==> src/rtl/mif_pkg.sv <==
// Shared constants, select codes and packing helper for the MSI interrupt file.
// Assumes 32-bit register words and an 11-bit identity field.
package mif_pkg;
    localparam int WORD_W  = 32;
    localparam int FIELD_W = 11;
    localparam int ID_LSB  = 16;
    localparam int SEL_W   = 8;
    localparam int IDX_W   = 6;

    localparam logic [SEL_W-1:0] SEL_DELIV  = 8'h00;
    localparam logic [SEL_W-1:0] SEL_THRESH = 8'h01;
    localparam logic [SEL_W-1:0] SEL_CLAIM  = 8'h02;
    localparam logic [1:0]       GRP_PEND   = 2'b01;
    localparam logic [1:0]       GRP_EN     = 2'b10;

    typedef enum logic [2:0] {
        K_NONE,
        K_DELIV,
        K_THRESH,
        K_CLAIM,
        K_PEND,
        K_EN
    } reg_kind_e;

    // Places an identity in both the identity and the priority field.
    function automatic logic [WORD_W-1:0] pack_top(input logic [FIELD_W-1:0] id);
        logic [WORD_W-1:0] v;
        v = '0;
        v[ID_LSB +: FIELD_W] = id;
        v[FIELD_W-1:0]       = id;
        return v;
    endfunction
endpackage

==> src/rtl/mif_msi_decode.sv <==
// MMIO write decoder: converts a posted 32-bit message into a one-hot set vector.
// Assumes one page of 2**PAGE_SHIFT bytes; only page offset 0 (little-endian slot) is live.
module mif_msi_decode #(
    parameter int NUM_IDS    = 64,
    parameter int ADDR_W     = 16,
    parameter int PAGE_SHIFT = 12
) (
    input  logic              wr_en,
    input  logic [ADDR_W-1:0] addr,
    input  logic [31:0]       wdata,
    output logic [NUM_IDS-1:0] set_vec
);
    logic aligned;
    logic in_page;
    logic at_slot0;
    logic id_ok;
    logic hit;

    // Qualify the access: alignment, page range, slot and identity range.
    always_comb begin
        aligned  = (addr[1:0] == 2'b00);
        in_page  = (addr[ADDR_W-1:PAGE_SHIFT] == '0);
        at_slot0 = (addr[PAGE_SHIFT-1:0] == '0);
        id_ok    = (wdata != 32'd0) && (wdata < 32'(NUM_IDS));
        hit      = wr_en && aligned && in_page && at_slot0 && id_ok;
    end

    // One flag per identity, set only for the identity carried by the message.
    for (genvar i = 0; i < NUM_IDS; i++) begin : g_set
        assign set_vec[i] = hit && (wdata == 32'(i));
    end
endmodule

==> src/rtl/mif_top_select.sv <==
// Threshold-gated priority search: the lowest identity with pending and enable set wins.
// Assumes identity 0 never qualifies; result is 0 when nothing is eligible.
module mif_top_select
    import mif_pkg::*;
#(
    parameter int NUM_IDS = 64
) (
    input  logic [NUM_IDS-1:0] pend,
    input  logic [NUM_IDS-1:0] en,
    input  logic [FIELD_W-1:0] thresh,
    output logic [FIELD_W-1:0] top_id
);
    logic [NUM_IDS-1:0] ready;
    int                 limit;

    // Work out the exclusive upper bound set by the threshold.
    always_comb begin
        if (thresh != '0 && int'(thresh) <= NUM_IDS) limit = int'(thresh);
        else                                          limit = NUM_IDS;
    end

    // Scan from the top down so the lowest eligible identity is the last to be written.
    always_comb begin
        ready  = pend & en;
        top_id = '0;
        for (int i = NUM_IDS - 1; i >= 1; i--) begin
            if (ready[i] && i < limit) top_id = FIELD_W'(i);
        end
    end
endmodule

==> src/rtl/mif_reg_bank.sv <==
// Register bank: holds pending/enable flags, delivery and threshold, and serves
// the read-modify-write port. Reads return the value before the access.
// Assumes select encoding from mif_pkg; one access per cycle; MSI sets win ties.
module mif_reg_bank
    import mif_pkg::*;
#(
    parameter int NUM_IDS = 64
) (
    input  logic                 clk,
    input  logic                 rst_n,
    input  logic                 reg_req,
    input  logic [SEL_W-1:0]     reg_sel,
    input  logic [WORD_W-1:0]    reg_wdata,
    input  logic [WORD_W-1:0]    reg_wmask,
    input  logic [NUM_IDS-1:0]   msi_set,
    input  logic [FIELD_W-1:0]   top_id,
    input  logic [WORD_W-1:0]    top_val,
    output logic [NUM_IDS-1:0]   pend_q,
    output logic [NUM_IDS-1:0]   en_q,
    output logic                 deliv_q,
    output logic [FIELD_W-1:0]   thr_q,
    output logic [WORD_W-1:0]    reg_rdata,
    output logic                 reg_rvalid
);
    localparam int NUM_WORDS = NUM_IDS / WORD_W;

    reg_kind_e          kind;
    logic [IDX_W-1:0]   widx;
    logic               is_wr;
    logic [NUM_IDS-1:0] mask_rep;
    logic [NUM_IDS-1:0] data_rep;
    logic [NUM_IDS-1:0] word_rep;
    logic [NUM_IDS-1:0] pend_d;
    logic [NUM_IDS-1:0] en_d;
    logic [WORD_W-1:0]  rdata_d;

    // Classify the select code into a register kind and a word index.
    always_comb begin
        widx  = reg_sel[IDX_W-1:0];
        is_wr = (reg_wmask != '0);
        kind  = K_NONE;
        if (reg_sel == SEL_DELIV)       kind = K_DELIV;
        else if (reg_sel == SEL_THRESH) kind = K_THRESH;
        else if (reg_sel == SEL_CLAIM)  kind = K_CLAIM;
        else if (reg_sel[SEL_W-1:IDX_W] == GRP_PEND && int'(widx) < NUM_WORDS) kind = K_PEND;
        else if (reg_sel[SEL_W-1:IDX_W] == GRP_EN   && int'(widx) < NUM_WORDS) kind = K_EN;
    end

    // Spread mask, data and word selection across the full flag vector.
    for (genvar w = 0; w < NUM_WORDS; w++) begin : g_word
        assign mask_rep[w*WORD_W +: WORD_W] = reg_wmask;
        assign data_rep[w*WORD_W +: WORD_W] = reg_wdata;
        assign word_rep[w*WORD_W +: WORD_W] = {WORD_W{widx == IDX_W'(w)}};
    end

    // Next flag state: masked word write, claim clear, then MSI set; identity 0 held low.
    always_comb begin
        pend_d = pend_q;
        en_d   = en_q;
        if (reg_req && kind == K_PEND)
            pend_d = (pend_q & ~(mask_rep & word_rep)) | (data_rep & mask_rep & word_rep);
        if (reg_req && kind == K_EN)
            en_d = (en_q & ~(mask_rep & word_rep)) | (data_rep & mask_rep & word_rep);
        if (reg_req && kind == K_CLAIM && is_wr && top_id != '0) begin
            for (int i = 1; i < NUM_IDS; i++) begin
                if (int'(top_id) == i) pend_d[i] = 1'b0;
            end
        end
        pend_d    = pend_d | msi_set;
        pend_d[0] = 1'b0;
        en_d[0]   = 1'b0;
    end

    // Read multiplexer over the pre-access state.
    always_comb begin
        rdata_d = '0;
        case (kind)
            K_DELIV:  rdata_d = {{(WORD_W-1){1'b0}}, deliv_q};
            K_THRESH: rdata_d = {{(WORD_W-FIELD_W){1'b0}}, thr_q};
            K_CLAIM:  rdata_d = top_val;
            K_PEND: begin
                for (int w = 0; w < NUM_WORDS; w++)
                    if (int'(widx) == w) rdata_d = pend_q[w*WORD_W +: WORD_W];
            end
            K_EN: begin
                for (int w = 0; w < NUM_WORDS; w++)
                    if (int'(widx) == w) rdata_d = en_q[w*WORD_W +: WORD_W];
            end
            default:  rdata_d = '0;
        endcase
    end

    // State and response registers.
    always_ff @(posedge clk) begin
        if (!rst_n) begin
            pend_q     <= '0;
            en_q       <= '0;
            deliv_q    <= 1'b0;
            thr_q      <= '0;
            reg_rdata  <= '0;
            reg_rvalid <= 1'b0;
        end else begin
            pend_q     <= pend_d;
            en_q       <= en_d;
            reg_rvalid <= reg_req;
            if (reg_req) reg_rdata <= rdata_d;
            if (reg_req && kind == K_DELIV && reg_wmask[0])
                deliv_q <= reg_wdata[0];
            if (reg_req && kind == K_THRESH)
                thr_q <= (thr_q & ~reg_wmask[FIELD_W-1:0]) | (reg_wdata[FIELD_W-1:0] & reg_wmask[FIELD_W-1:0]);
        end
    end
endmodule

==> src/rtl/mif_msi_file.sv <==
// Top of the MSI interrupt file: decoder, register bank and priority search.
// Assumes NUM_IDS is a power of two between 64 and 2048 (highest identity 2**k-1).
module mif_msi_file
    import mif_pkg::*;
#(
    parameter int NUM_IDS    = 64,
    parameter int ADDR_W     = 16,
    parameter int PAGE_SHIFT = 12
) (
    input  logic              clk,
    input  logic              rst_n,
    input  logic              mmio_wr_en,
    input  logic [ADDR_W-1:0] mmio_addr,
    input  logic [31:0]       mmio_wdata,
    output logic [31:0]       mmio_rdata,
    input  logic              reg_req,
    input  logic [7:0]        reg_sel,
    input  logic [31:0]       reg_wdata,
    input  logic [31:0]       reg_wmask,
    output logic [31:0]       reg_rdata,
    output logic              reg_rvalid,
    output logic              irq_out
);
    if (NUM_IDS < 64 || NUM_IDS > (1 << FIELD_W) || (NUM_IDS & (NUM_IDS - 1)) != 0) begin : g_bad_ids
        $error("NUM_IDS must be a power of two from 64 to 2048");
    end

    logic [NUM_IDS-1:0] msi_set;
    logic [NUM_IDS-1:0] pend_q;
    logic [NUM_IDS-1:0] en_q;
    logic               deliv_q;
    logic [FIELD_W-1:0] thr_q;
    logic [FIELD_W-1:0] top_id;
    logic [WORD_W-1:0]  top_val;

    mif_msi_decode #(
        .NUM_IDS(NUM_IDS), .ADDR_W(ADDR_W), .PAGE_SHIFT(PAGE_SHIFT)
    ) u_decode (
        .wr_en(mmio_wr_en), .addr(mmio_addr), .wdata(mmio_wdata), .set_vec(msi_set)
    );

    mif_top_select #(.NUM_IDS(NUM_IDS)) u_select (
        .pend(pend_q), .en(en_q), .thresh(thr_q), .top_id(top_id)
    );

    mif_reg_bank #(.NUM_IDS(NUM_IDS)) u_bank (
        .clk(clk), .rst_n(rst_n), .reg_req(reg_req), .reg_sel(reg_sel),
        .reg_wdata(reg_wdata), .reg_wmask(reg_wmask), .msi_set(msi_set),
        .top_id(top_id), .top_val(top_val), .pend_q(pend_q), .en_q(en_q),
        .deliv_q(deliv_q), .thr_q(thr_q), .reg_rdata(reg_rdata), .reg_rvalid(reg_rvalid)
    );

    // Pack the winner into the claim-register format and drive the line.
    always_comb begin
        top_val    = pack_top(top_id);
        irq_out    = deliv_q && (top_id != '0);
        mmio_rdata = '0;
    end
endmodule

==> config.mk <==
export PLATFORM = sky130hd
export DESIGN_NAME = mif_msi_file
export DESIGN_NICKNAME = d
export VERILOG_FILES = /design/src/rtl/mif_pkg.sv /design/src/rtl/mif_msi_decode.sv /design/src/rtl/mif_top_select.sv /design/src/rtl/mif_reg_bank.sv /design/src/rtl/mif_msi_file.sv
export SDC_FILE = /design/constraint.sdc
export NUM_CORES = 1
export LEC_CHECK = 0
export ABC_AREA = 0
export ABC_CLOCK_PERIOD_IN_PS = 7710
export BUFFER_PORTS_ARGS = -buffer_cell sky130_fd_sc_hd__buf_2
export CORE_MARGIN = 2
export CORE_UTILIZATION = 62
export DETAILED_ROUTE_END_ITERATION = 10
export PLACE_DENSITY = 0.94
export RECOVER_POWER = 50
export SLEW_MARGIN = 20
export SYNTH_ARGS = -nofsm -noshare
export SYNTH_HDL_FRONTEND = slang
export SYNTH_SLANG_ARGS = --single-unit
export TNS_END_PERCENT = 10
==> constraint.sdc <==
create_clock -name clk -period 7.71 [get_ports clk]
set_input_delay 0.771 -clock clk [delete_from_list [all_inputs] [get_ports clk]]
set_output_delay 0.771 -clock clk [all_outputs]
set_load 0.02 [all_outputs]
==> impl_metrics.ini <==
[clock_network]
cts_hold_repair.buffers = 0
cts_setup_buffers = 0
cts_inserted_buffers = 17
cts_resized = 0
clock_tree.htree_level_count = 4
clock_insertion_delay_worst_skew_ns = 0.45
clk_path_buf_depth = 2
ctsRootBufferMaster = sky130_fd_sc_hd__clkbuf_16
clock_sinks = 171
clock_slew_at_the_register_clock_pins_of_the_worst_setup_and_hold_paths_ns = 0.08
tritoncts = done

[synthesis]
total_standard_cell_area_after_synthesis_mm2 = 0.0122
synth-main-ff-cell = sky130_fd_sc_hd__dfxtp_1
number_of_warnings_reported_in_the_yosys_synthesis_log = 0
synth_cells = 1570
netlist-cell-type-count = 96
synth_seq_cells = 171
proportion_of_synthesized_chip_area_in_sequential_cells_pct = 28.2
synth-async-reset-ratio_pct = 0
number_of_enable_flip_flop_cells_after_synthesis = 0
avgSynthCellArea_um2 = 7.74

[pwr]
combPwrFrac_pct = 7.5
clock_power_share_pct = 46.9
design_power_total_w = 0.00194
sequentialPowerShare_pct = 45.6
peakVddDrop_mv = 0.148
p_per_area_mw_per_mm2 = 145
swShare_pct = 29.2
cellInternalPower_w = 0.00138
power_leakage_nw = 4.93
p_switching_w = 0.000568

[critical_path]
critical_path.cell_chain = nor2b_1 -> nand3_1 -> a21oi_1 -> o21a_1 -> or3_4 -> nor3_1 -> o31ai_1 -> o21a_1 -> o31a_1 -> buf_2
cp_top_family = compound AO/OA/AOI/OAI gates
cell_occurring_most_often_along_the_worst_timing_path = sky130_fd_sc_hd__o21a_1
slowest_stage = sky130_fd_sc_hd__dfxtp_1
endpoint_kind = primary output
setup.worst_path.class = register to primary output
critPathRequiredTime_ns = 6.94
crit_buf_inv = 1
timing.critical_path.arrival_ns = 5.09
critPathMaxFanout = 23
start_kind = register
max_stage_delay_ns = 0.96

[sta]
slew_viol_final = 113
min_period_ns = 5.86
number_of_setup_violations_in_the_final_report = 0
setup_tns_ns = 0
finalClockSkew_ns = 0.0160
max_freq_mhz = 171
final_hold_viol_count = 0
setup_repair_after_global_routing_missed_its_margin = false
worst_pin_slew_ns = 4.15
worst_slack_ns = 1.85
final.period_utilization_pct = 76.1
relSlewSlack_pct = -177
fin_worst_hold_slack_ns = 0.488

[final_layout]
fill_cells = 1557
post_route_cells_drive_above_1_share_pct = 16.3
finish.net_count = 1776
layout.cells.most_common = sky130_fd_sc_hd__nand2_1
area_growth_from_synthesis_to_final_layout_pct = 10.3
n_antenna_cell = 0
multi_input_comb_area_mm2 = 0.00820
ff_latch_area_mm2 = 0.00342
most-common-layout-cells = sky130_fd_sc_hd__nand2_1 (289), sky130_fd_sc_hd__dfxtp_1 (171), sky130_fd_sc_hd__buf_2 (122)

[floorplan]
num_rows = 51
design.core.area_mm2 = 0.0193
die-height_um = 144
die_width_um = 144
design.portCount = 190
floorplan.initialDensity_pct = 62.9
dieArea_mm2 = 0.0207

[global_routing]
groute.usage.overall_pct = 47.3
grt_first_pass_wirelength_mm = 73.2
antenna_found_initial = 1
overflow = 0
grt_pass1_vias = 12500
grt_start_max_net_pins = 113

[routing]
drt_first_pass_iters = 8
num_vias = 13800
dr.first_iter.drc_count = 1902
route.detailed.vias_per_inst = 7.18
drt-wirelength-per-cell_um = 26.3
totalWireLength_mm = 50.8
route.antenna.remaining_nets = 0
drc_errors = 0

[worst_hold_path]
worstHoldPathType = register to register
hold_path.startpoint = u_bank.en_q[54]

[outcome]
failing_checks = max-capacitance violations, max-slew violations
outcome = finished, violations left

[placed_design]
dpl.hpwl_mm = 37.0
pre_cts_ws_ns = 2.70
port_buffers = 157
final_estimated_routing_congestion_in_global_placement = 1.16

[job]
maxCapViolations = 1
-- sequential cells by signal (all words and copies together), names as in the netlist, named ones only --
| name | count |
|---|---|
| u_bank.deliv_q | 1 |
| u_bank.reg_rvalid | 1 |
| u_bank.en_q | 63 |
| u_bank.pend_q | 63 |
| u_bank.reg_rdata | 32 |
-- Yosys cell counts, drive strengths merged (52+ instances only) --
master | instances | area (um^2)
a21oi | 54 | 270
o21ai | 76 | 380
buf | 52 | 352
clkbuf | 84 | 322
nand3 | 72 | 360
dfxtp | 171 | 3420
nand2 | 291 | 1090
mux2 | 55 | 619
mux2i | 97 | 971
nor2 | 55 | 209
a21boi | 57 | 428
nor2b | 64 | 403
-- routing by layer --
layer,vias up,global-route usage [%],part of all wire [%]
met4,2,33.1,8.1
li1,5936,-,-
met5,-,0,0.020
met1,6467,57.9,36
met3,302,13.9,13
met2,1142,71.5,43
-- final timing paths --
kind / to / slack, ns / cells past startpoint
worst min-delay path: u_bank.en_q[54] / 0.49 / 2
worst min register to register: u_bank.en_q[54] / 0.49 / 2
worst max-delay path: irq_out / 1.85 / 10
worst max register to register: u_bank.pend_q[42] / 2.58 / 9
-- power by group through the flow --
stage,combinational (W),clock (W),sequential (W)
after global placement,0.000134,0,0.000906
after global routing,0.000151,0.000931,0.000886
after detailed placement,0.000137,0,0.000906
after CTS,0.000137,0.000902,0.000886
after floorplan,0.0000832,0,0.000906
final,0.000145,0.000912,0.000886
-- cell type report --
class                           instances  share of cell area, %
Timing Repair Buffer                  168                   6.18
Clock inverter                         15                   1.44
Clock buffer                           17                   3.17
Sequential cell                       171                   25.5
Tap cell                              265                   2.47
Multi-Input combinational cell       1291                   61.1
Inverter                                3                 0.0840
-- per-stage QoR --
step | util (%) | cell area, um^2 | instances
after floorplan | - | 12300 | 1601
after global placement | 66.3 | 12800 | 1898
after detailed placement | 66.3 | 12800 | 1898
after CTS | 69.5 | 13400 | 1930
after global routing | 69.3 | 13400 | 1930
final | 69.3 | 13400 | 1930
-- logic make-up (layout without fill, tap and decap cells) --
kind of cell	Yosys count	in the layout	share of synthesized area [%]
and+or+nand+nor	660	660	27.1
AOI/OAI and AO/OA	447	447	26.0
DFF	171	171	28.2
muxes	152	152	13.1
buffers and inverters	139	203	5.63
other	1	32	0.0309
-- worst reg2reg max path: cells and delay by family (launching register included) --
kind	cells	cell delay, ns
DFF	1	0.96
and+or+nand+nor	4	1.78
AOI/OAI and AO/OA	5	2.29
No activity file was read; power rests on OpenSTA's default activity.
